==> src/rtl/i2c_tgt_addr_pkg.sv <==
package i2c_tgt_addr_pkg;
  // Strobes from the bus-sequencing control to the address datapath
  typedef struct packed {
    logic frameStart;  // START seen: restart capture
    logic shiftBit;    // sample one address bit
    logic lastBit;     // eighth bit: take the decision
    logic clearAll;    // START or STOP: drop decision
    logic sdaBit;      // synchronized SDA level
  } ctrlStb_t;
endpackage

==> src/rtl/i2c_tgt_addr_ctrl.sv <==
module i2c_tgt_addr_ctrl
  import i2c_tgt_addr_pkg::*;
#(
  parameter int BYTE_W = 8
) (
  input  logic     clk,
  input  logic     rstN,
  input  logic     sclIn,
  input  logic     sdaIn,
  output ctrlStb_t strobe
);
  localparam int CNT_W = $clog2(BYTE_W + 1);
  localparam logic [CNT_W-1:0] LAST_IDX = CNT_W'(BYTE_W - 1);

  logic [1:0]       sclSync, sdaSync;
  logic             sclPrev, sdaPrev;
  logic             armed;
  logic [CNT_W-1:0] bitCnt;
  logic             sclNow, sdaNow, sclRise, startDet, stopDet, takeBit, lastBit;

  always_ff @(posedge clk or negedge rstN) begin
    if (!rstN) begin
      sclSync <= '1;
      sdaSync <= '1;
      sclPrev <= 1'b1;
      sdaPrev <= 1'b1;
    end else begin
      sclSync <= {sclSync[0], sclIn};
      sdaSync <= {sdaSync[0], sdaIn};
      sclPrev <= sclSync[1];
      sdaPrev <= sdaSync[1];
    end
  end

  always_comb begin
    sclNow   = sclSync[1];
    sdaNow   = sdaSync[1];
    sclRise  = sclNow & ~sclPrev;
    startDet = sclNow & sclPrev & sdaPrev & ~sdaNow;
    stopDet  = sclNow & sclPrev & ~sdaPrev & sdaNow;
    takeBit  = sclRise & armed;
    lastBit  = takeBit & (bitCnt == LAST_IDX);
  end

  always_ff @(posedge clk or negedge rstN) begin
    if (!rstN) begin
      armed  <= 1'b0;
      bitCnt <= '0;
    end else if (startDet) begin
      armed  <= 1'b1;
      bitCnt <= '0;
    end else if (stopDet) begin
      armed  <= 1'b0;
    end else if (takeBit) begin
      bitCnt <= bitCnt + 1'b1;
      if (lastBit) armed <= 1'b0;
    end
  end

  always_comb begin
    strobe.frameStart = startDet;
    strobe.shiftBit   = takeBit & ~lastBit;
    strobe.lastBit    = lastBit;
    strobe.clearAll   = startDet | stopDet;
    strobe.sdaBit     = sdaNow;
  end
endmodule

==> src/rtl/i2c_tgt_addr_dp.sv <==
module i2c_tgt_addr_dp
  import i2c_tgt_addr_pkg::*;
#(
  parameter int NUM_SLOTS = 4,
  parameter int ADDR_W    = 7,
  parameter int SLOT_W    = 2
) (
  input  logic                              clk,
  input  logic                              rstN,
  input  ctrlStb_t                          strobe,
  input  logic                              masterMode,
  input  logic [NUM_SLOTS*(ADDR_W+1)-1:0]   ownAddrCfg,
  input  logic [NUM_SLOTS*(ADDR_W+1)-1:0]   addrMaskCfg,
  output logic                              addrValid,
  output logic                              addrHit,
  output logic [SLOT_W-1:0]                 hitSlot,
  output logic                              gcHit,
  output logic                              rwBit
);
  localparam int BYTE_W = ADDR_W + 1;

  logic [ADDR_W-1:0]    shiftReg;
  logic [NUM_SLOTS-1:0] slotMatch;
  logic [SLOT_W-1:0]    encSlot;
  logic                 anyHit, gcMatch, qualHit;
  logic [NUM_SLOTS-1:0] unusedCfgBits;

  always_ff @(posedge clk or negedge rstN) begin
    if (!rstN)                shiftReg <= '0;
    else if (strobe.frameStart) shiftReg <= '0;
    else if (strobe.shiftBit) shiftReg <= {shiftReg[ADDR_W-2:0], strobe.sdaBit};
  end

  for (genvar g = 0; g < NUM_SLOTS; g++) begin : gSlot
    logic [ADDR_W-1:0] slotAddr, slotMask;
    assign slotAddr     = ownAddrCfg[g*BYTE_W+1 +: ADDR_W];
    assign slotMask     = addrMaskCfg[g*BYTE_W+1 +: ADDR_W];
    assign slotMatch[g] = ((shiftReg ^ slotAddr) & ~slotMask) == '0;
    if (g == 0) begin : gFirst
      assign unusedCfgBits[g] = addrMaskCfg[g*BYTE_W];
    end else begin : gRest
      assign unusedCfgBits[g] = addrMaskCfg[g*BYTE_W] ^ ownAddrCfg[g*BYTE_W];
    end
  end

  always_comb begin
    encSlot = '0;
    for (int i = NUM_SLOTS - 1; i >= 0; i--)
      if (slotMatch[i]) encSlot = SLOT_W'(i);
    anyHit  = |slotMatch;
    gcMatch = ownAddrCfg[0] & (shiftReg == '0) & ~strobe.sdaBit;
    qualHit = anyHit & ~masterMode;
  end

  always_ff @(posedge clk or negedge rstN) begin
    if (!rstN) begin
      addrValid <= 1'b0;
      addrHit   <= 1'b0;
      hitSlot   <= '0;
      gcHit     <= 1'b0;
      rwBit     <= 1'b0;
    end else if (strobe.clearAll) begin
      addrValid <= 1'b0;
      addrHit   <= 1'b0;
      hitSlot   <= '0;
      gcHit     <= 1'b0;
      rwBit     <= 1'b0;
    end else if (strobe.lastBit) begin
      addrValid <= 1'b1;
      addrHit   <= qualHit;
      hitSlot   <= qualHit ? encSlot : '0;
      gcHit     <= gcMatch & ~masterMode;
      rwBit     <= strobe.sdaBit;
    end
  end
endmodule

==> src/rtl/i2c_tgt_addr_match.sv <==
module i2c_tgt_addr_match
  import i2c_tgt_addr_pkg::*;
#(
  parameter int NUM_SLOTS = 4,
  parameter int ADDR_W    = 7,
  parameter int SLOT_W    = (NUM_SLOTS > 1) ? $clog2(NUM_SLOTS) : 1
) (
  input  logic                            clk,
  input  logic                            rstN,
  input  logic                            sclIn,
  input  logic                            sdaIn,
  input  logic                            masterMode,
  input  logic [NUM_SLOTS*(ADDR_W+1)-1:0] ownAddrCfg,
  input  logic [NUM_SLOTS*(ADDR_W+1)-1:0] addrMaskCfg,
  output logic                            addrValid,
  output logic                            addrHit,
  output logic [SLOT_W-1:0]               hitSlot,
  output logic                            gcHit,
  output logic                            rwBit
);
  ctrlStb_t strobe;

  i2c_tgt_addr_ctrl #(.BYTE_W(ADDR_W + 1)) ctrl_i (
    .clk(clk), .rstN(rstN), .sclIn(sclIn), .sdaIn(sdaIn), .strobe(strobe)
  );

  i2c_tgt_addr_dp #(.NUM_SLOTS(NUM_SLOTS), .ADDR_W(ADDR_W), .SLOT_W(SLOT_W)) dp_i (
    .clk(clk), .rstN(rstN), .strobe(strobe), .masterMode(masterMode),
    .ownAddrCfg(ownAddrCfg), .addrMaskCfg(addrMaskCfg),
    .addrValid(addrValid), .addrHit(addrHit), .hitSlot(hitSlot),
    .gcHit(gcHit), .rwBit(rwBit)
  );
endmodule

==> config.mk <==
export PLATFORM = sky130hd
export DESIGN_NAME = i2c_tgt_addr_match
export DESIGN_NICKNAME = d
export VERILOG_FILES = /design/src/rtl/i2c_tgt_addr_pkg.sv /design/src/rtl/i2c_tgt_addr_ctrl.sv /design/src/rtl/i2c_tgt_addr_dp.sv /design/src/rtl/i2c_tgt_addr_match.sv
export SDC_FILE = /design/constraint.sdc
export NUM_CORES = 1
export LEC_CHECK = 0
export ABC_AREA = 1
export BUFFER_PORTS_ARGS = -buffer_cell sky130_fd_sc_hd__buf_4
export CAP_MARGIN = 20
export CORE_MARGIN = 1
export CORE_UTILIZATION = 47
export DETAILED_ROUTE_END_ITERATION = 10
export PLACE_DENSITY_LB_ADDON = 0.05
export SYNTH_ARGS = -nofsm -noshare
export SYNTH_HDL_FRONTEND = slang
export SYNTH_SLANG_ARGS = --single-unit
==> constraint.sdc <==
create_clock -name clk -period 1.7 [get_ports clk]
set_input_delay 0.085 -clock clk [delete_from_list [all_inputs] [get_ports clk]]
set_output_delay 0.085 -clock clk [all_outputs]
set_load 0.05 [all_outputs]
==> results of run 1 <==
flip-flops by register name, summed over array words and instances, names as in the netlist, 2 cells and up:
signal and count:
ctrl_i.sdaSync 2, ctrl_i.bitCnt 4, dp_i.hitSlot 2, dp_i.shiftReg 7, ctrl_i.sclSync 2
path summary, 6_finish.rpt:
kind / slack (ns) / depth (start not counted) / endpoint
max in group asynchronous: 1.24 / 2 / ctrl_i.sclSync[1]
min: 0.08 / 3 / dp_i.gcHit
min in group asynchronous: 0.17 / 2 / ctrl_i.bitCnt[2]
max reg2reg: 0.16 / 8 / dp_i.gcHit
max: 0.16 / 8 / dp_i.gcHit
min reg2reg: 0.36 / 0 / ctrl_i.sdaSync[1]
worst min-delay path, stage by stage:
cell	delay (ns)
buf_4	0.08
or2_4	0.13
o31ai_2	0.07
cell type report:
type,instances,area (sq um),share of cell area [%]
sequential,24,608,26.7
tap,46,57.6,2.53
multi-input combinational,179,843,37.1
clock inverter,1,30.0,1.32
timing repair buffer,72,548,24.1
inverter,44,165,7.26
clock buffer,3,22.5,0.990
cells by family after synthesis:
logic type      share of synthesized area [%]
simple gates                             41.4
buf+inv                                  11.7
compound gates                           8.15
flops                                    37.0
xor+xnor                                 1.07
fa+ha+maj                               0.761
power by group:
part	switching (mW)	internal (mW)	total, mW
logic	0.465	0.359	0.824
registers	0.186	0.693	0.879
clock network	0.169	0.239	0.408
repair_timing:
item	CTS	global route
setup buffers	0	0
hold buffers	3	0
setup endpoints to repair	0	0
hold endpoints to repair	26	0
through the flow:
stage	hold slack [ns]	cells	util [%]
CTS	0.0860	369	68.2
finish	0.0843	369	68.2
global route	0.0672	369	68.2
detailed placement	-0.00647	362	65.7
floorplan	-0.211	251	-
global placement	-0.00720	362	65.7
routing by layer:
layer,vias to the layer above,GRT usage (%)
met5,-,0
met4,0,4.87
met3,6,4.62
met2,53,38.8
met1,757,25.6
li1,911,-
cell usage after synthesis:
cell type,count,share of area (%)
a21oi_1,8,2.4
buf_2,3,0.91
buf_6,1,0.69
dfrtp_1,18,27
dfstp_2,6,9.6
ha_1,1,0.76
inv_1,41,9.4
inv_2,3,0.69
nand2_1,84,19
nand2_2,5,1.9
nand3_1,16,4.9
nand3b_1,11,5.0
nand4_1,1,0.38
nor2_1,25,5.7
nor2_2,4,1.5
nor2_4,1,0.69
nor4_1,1,0.38
o211ai_1,1,0.46
o21ai_0,12,3.7
o21ai_1,1,0.30
o21ai_2,1,0.53
o31ai_2,1,0.76
or2_0,3,1.1
or2_4,1,0.53
xnor2_1,2,1.1
==> results.sh, run 1 <==
export IMPL_status="completed"
export IMPL_fmax_mhz=648
export IMPL_drive_gt1_share_pct=29.4
export IMPL_worst_ep_arrival_time_ns=1.78
export IMPL_place_ws_ns=0.208
export IMPL_die_area_sq_um=3740
export IMPL_start_util_pct=49.2
export IMPL_crit_path_top_delay_cell="dfrtp_1"
export IMPL_tns_ns=0
export IMPL_cts_buffer_depth=2
export IMPL_crit_required_ns=1.93
export IMPL_route_met2_wl_um=1890
export IMPL_critPathMaxFanout=4
export IMPL_htree_levels=1
export IMPL_ys_seq_area_share_pct=37.0
export IMPL_grt_antenna_before_repair=0
export IMPL_wl_um=3850
export IMPL_syn_nets=321
export IMPL_ant_nets=0
export IMPL_rsz0062_at_grt="false"
export IMPL_cp_end_kind="register"
export IMPL_syn_avg_cell_area_sq_um=6.55
export IMPL_postLayoutCellArea_sq_um=2270
export IMPL_drc=0
export IMPL_cp_num_buf_inv=2
export IMPL_wl_met3_um=186
export IMPL_r2r_start="ctrl_i.bitCnt[0]"
export IMPL_ys_types=25
export IMPL_power_total_mw=2.11
export IMPL_finalHoldViolations=0
export IMPL_port_buffers=67
export IMPL_dpl_cell_area_sq_um=2190
export IMPL_cts_root_buf="clkbuf_4"
export IMPL_fin_worst_skew_ns=0.00817
export IMPL_fill_cells=313
export IMPL_cts_tree="built"
export IMPL_power_leakage_nw=1.28
export IMPL_slowest_delay_ns=0.42
export IMPL_dp_hpwl_um=3010
export IMPL_track_usage_pct=21.3
export IMPL_gp_congestion=0.790
export IMPL_p_per_area_nw_per_um2=928
export IMPL_grt_pass1_vias=1395
export IMPL_mostFrequentLayoutCell="nand2_1"
export IMPL_std_cell_rows=21
export IMPL_routed_top_layer="met4"
export IMPL_cts_repair_resized=0
export IMPL_slew_viol_final=0
export IMPL_netlist_area_sq_um=1640
export IMPL_cts_sinks=24
export IMPL_drt_pass1_iter_count=5
export IMPL_clk_latency_ns=0.32
export IMPL_fin_crit_ns=1.54
export IMPL_vias=1727
export IMPL_setup_violations=0
export IMPL_viasPerCell=4.68
export IMPL_path_common_cell="inv_2"
export IMPL_n_antenna_cell=0
export IMPL_m1WireLength_um=1740
export IMPL_grt_max_degree=25
export IMPL_fin_ws_ns=0.156
export IMPL_crit_type="reg -> reg"
export IMPL_min_from="masterMode"
export IMPL_die_w_um=61.1
export IMPL_slew_headroom_pct=70.4
export IMPL_ys_ff_latch=24
export IMPL_grt_overflow=0
export IMPL_nets=394
export IMPL_numCtsBuffers=3
export IMPL_grt_pass1_wl_um=5830
export IMPL_vdd_ir_drop_max_uv=975
export IMPL_period_share_pct=90.8
export IMPL_cp_startpoint="ctrl_i.bitCnt[0]"
export IMPL_io_pins=75
export IMPL_path_clk_slew_ns=0.13
export IMPL_cp_cell_sequence="ha_1 > nand2_2 > nor2_4 > inv_2 > nor2_2 > inv_2 > or2_4 > o31ai_2"
export IMPL_synth_cells=251
export IMPL_post_drt_wl_per_cell_um=10.4
export IMPL_synthToLayoutAreaGrowth_pct=38.5
export IMPL_chipHeight_um=61.1
export IMPL_synth_warnings=0
export IMPL_critPathLaunchType="register"
export IMPL_drv_cap=0
export IMPL_drt_iter0_drc=81
export IMPL_core_area_sq_um=3340
export IMPL_max_slew_worst_pin_slew_ns=0.443
export IMPL_final_cell_mix="nand2_1, buf_4, inv_1"
export IMPL_cp_top_family="simple AND/OR/NAND/NOR gates"
export IMPL_min_path_type="in -> reg"
Note: power is estimated with default switching activity, not from simulation.
==> run 2: changes to the inputs <==
--- a/config.mk
+++ b/config.mk
@@ -11,6 +11,7 @@
 export CORE_MARGIN = 1
 export CORE_UTILIZATION = 47
 export DETAILED_ROUTE_END_ITERATION = 10
+export MAX_ROUTING_LAYER = met4
 export PLACE_DENSITY_LB_ADDON = 0.05
 export SYNTH_ARGS = -nofsm -noshare
 export SYNTH_HDL_FRONTEND = slang
==> results.sh, run 2 (synthesized netlist as in run 1, its figures left out) <==
export IMPL_fin_crit_ns=1.55
export IMPL_ant_nets=0
export IMPL_cp_cell_sequence="ha_1 > nand2_2 > nor2_4 > inv_2 > nor2_2 > inv_2 > or2_4 > o31ai_2"
export IMPL_grt_pass1_wl_um=5820
export IMPL_worst_ep_arrival_time_ns=1.78
export IMPL_drive_gt1_share_pct=29.4
export IMPL_drt_iter0_drc=95
export IMPL_cp_top_family="simple AND/OR/NAND/NOR gates"
export IMPL_grt_antenna_before_repair=0
export IMPL_vdd_ir_drop_max_uv=974
export IMPL_grt_max_degree=25
export IMPL_nets=394
export IMPL_whs_ns=0.0877
export IMPL_power_leakage_nw=1.28
export IMPL_largest_reg_flops=7
export IMPL_fin_worst_skew_ns=0.0108
export IMPL_grt_pass1_vias=1394
export IMPL_top_regs="dp_i.shiftReg (7), ctrl_i.bitCnt (4)"
export IMPL_die_w_um=61.1
export IMPL_largest_register="dp_i.shiftReg"
export IMPL_grt_overflow=0
export IMPL_dp_hpwl_um=3010
export IMPL_fin_ws_ns=0.152
export IMPL_crit_path_top_delay_cell="dfrtp_1"
export IMPL_cp_num_buf_inv=2
export IMPL_hold_depth=3
export IMPL_die_area_sq_um=3740
export IMPL_critPathMaxFanout=4
export IMPL_io_pins=75
export IMPL_worst_r2r_setup_slack_ns=0.15
export IMPL_path_clk_slew_ns=0.13
export IMPL_r2r_cells=8
export IMPL_period_share_pct=91.1
export IMPL_viasPerCell=4.60
export IMPL_p_per_area_nw_per_um2=925
export IMPL_start_util_pct=49.2
export IMPL_core_area_sq_um=3340
export IMPL_reg2reg_to="dp_i.gcHit"
export IMPL_cts_buffer_depth=2
export IMPL_min_from="masterMode"
export IMPL_power_total_mw=2.10
export IMPL_drv_cap=0
export IMPL_wl_um=3830
export IMPL_slew_headroom_pct=70.8
export IMPL_std_cell_rows=21
export IMPL_cts_setup_buffers=0
export IMPL_crit_type="reg -> reg"
export IMPL_fmax_mhz=646
export IMPL_numCtsBuffers=3
export IMPL_synthToLayoutAreaGrowth_pct=38.5
export IMPL_track_usage_pct=22.0
export IMPL_hold_end="dp_i.gcHit"
export IMPL_cts_hold_buf=3
export IMPL_drt_pass1_iter_count=4
export IMPL_rsz0062_at_grt="false"
export IMPL_tns_ns=0
export IMPL_setup_violations=0
export IMPL_cts_tree="built"
export IMPL_cts_repair_resized=0
export IMPL_chipHeight_um=61.1
export IMPL_finalHoldViolations=0
export IMPL_vias=1698
export IMPL_max_slew_worst_pin_slew_ns=0.439
export IMPL_r2r_start="ctrl_i.bitCnt[0]"
export IMPL_cts_sinks=24
export IMPL_cts_root_buf="clkbuf_4"
export IMPL_place_ws_ns=0.208
export IMPL_slowest_delay_ns=0.42
export IMPL_htree_levels=1
export IMPL_gp_congestion=0.802
export IMPL_critPathLaunchType="register"
export IMPL_port_buffers=67
export IMPL_n_antenna_cell=0
export IMPL_cp_end_kind="register"
export IMPL_drc=0
export IMPL_final_cell_mix="nand2_1, buf_4, inv_1"
export IMPL_status="completed"
export IMPL_mostFrequentLayoutCell="nand2_1"
export IMPL_min_path_type="in -> reg"
export IMPL_post_drt_wl_per_cell_um=10.4
export IMPL_path_common_cell="inv_2"
export IMPL_slew_viol_final=0
export IMPL_clk_latency_ns=0.32
export IMPL_crit_required_ns=1.93
-- run 2: cell counts in the layout (fill, tap and decap cells not counted) --
Identical to the previous run, type by type.
-- run 2: power by group --
part	switching (mW)	total, mW	internal [mW]
Clock	0.166	0.405	0.239
Sequential	0.186	0.879	0.693
Combinational	0.462	0.821	0.359
-- run 2: area by class of cell --
class	instances	area (sq um)
Inverter	44	165
Multi-Input combinational cell	179	843
Tap cell	46	57.6
Sequential cell	24	608
Timing Repair Buffer	72	548
Fill cell	313	1060
Clock buffer	3	22.5
Clock inverter	1	30.0
-- run 2: worst max-delay path by stage --
stage / from / endpoint / slack, ns / depth (start not counted)
floorplan: ctrl_i.sclSync[1] / dp_i.gcHit / 0.30 / 7
global placement: ctrl_i.sclSync[1] / dp_i.gcHit / 0.25 / 7
detailed placement: ctrl_i.bitCnt[0] / dp_i.gcHit / 0.21 / 8
CTS: ctrl_i.bitCnt[0] / dp_i.gcHit / 0.13 / 8
global route: ctrl_i.bitCnt[0] / dp_i.gcHit / 0.04 / 8
finish: ctrl_i.bitCnt[0] / dp_i.gcHit / 0.15 / 8
-- run 2: routing by layer --
| layer | vias up | track usage [%] | part of all wire (%) |
|---|---|---|---|
| met2 | 48 | 38.8 | 49 |
| li1 | 909 | - | - |
| met1 | 734 | 25.6 | 44 |
| met5 | - | - | 0 |
| met3 | 7 | 4.62 | 5.6 |
| met4 | 0 | 4.87 | 1.2 |
-- run 2: stage by stage --
stage	std cells	area, sq um	util [%]
detailed placement	362	2190	65.7
floorplan	251	1640	-
CTS	369	2270	68.2
finish	369	2270	68.2
global route	369	2270	68.2
global placement	362	2190	65.7
-- run 2: tightest hold or removal path: stages --
cell and delay (ns):
buf_4 0.08, or2_4 0.13, o31ai_2 0.07
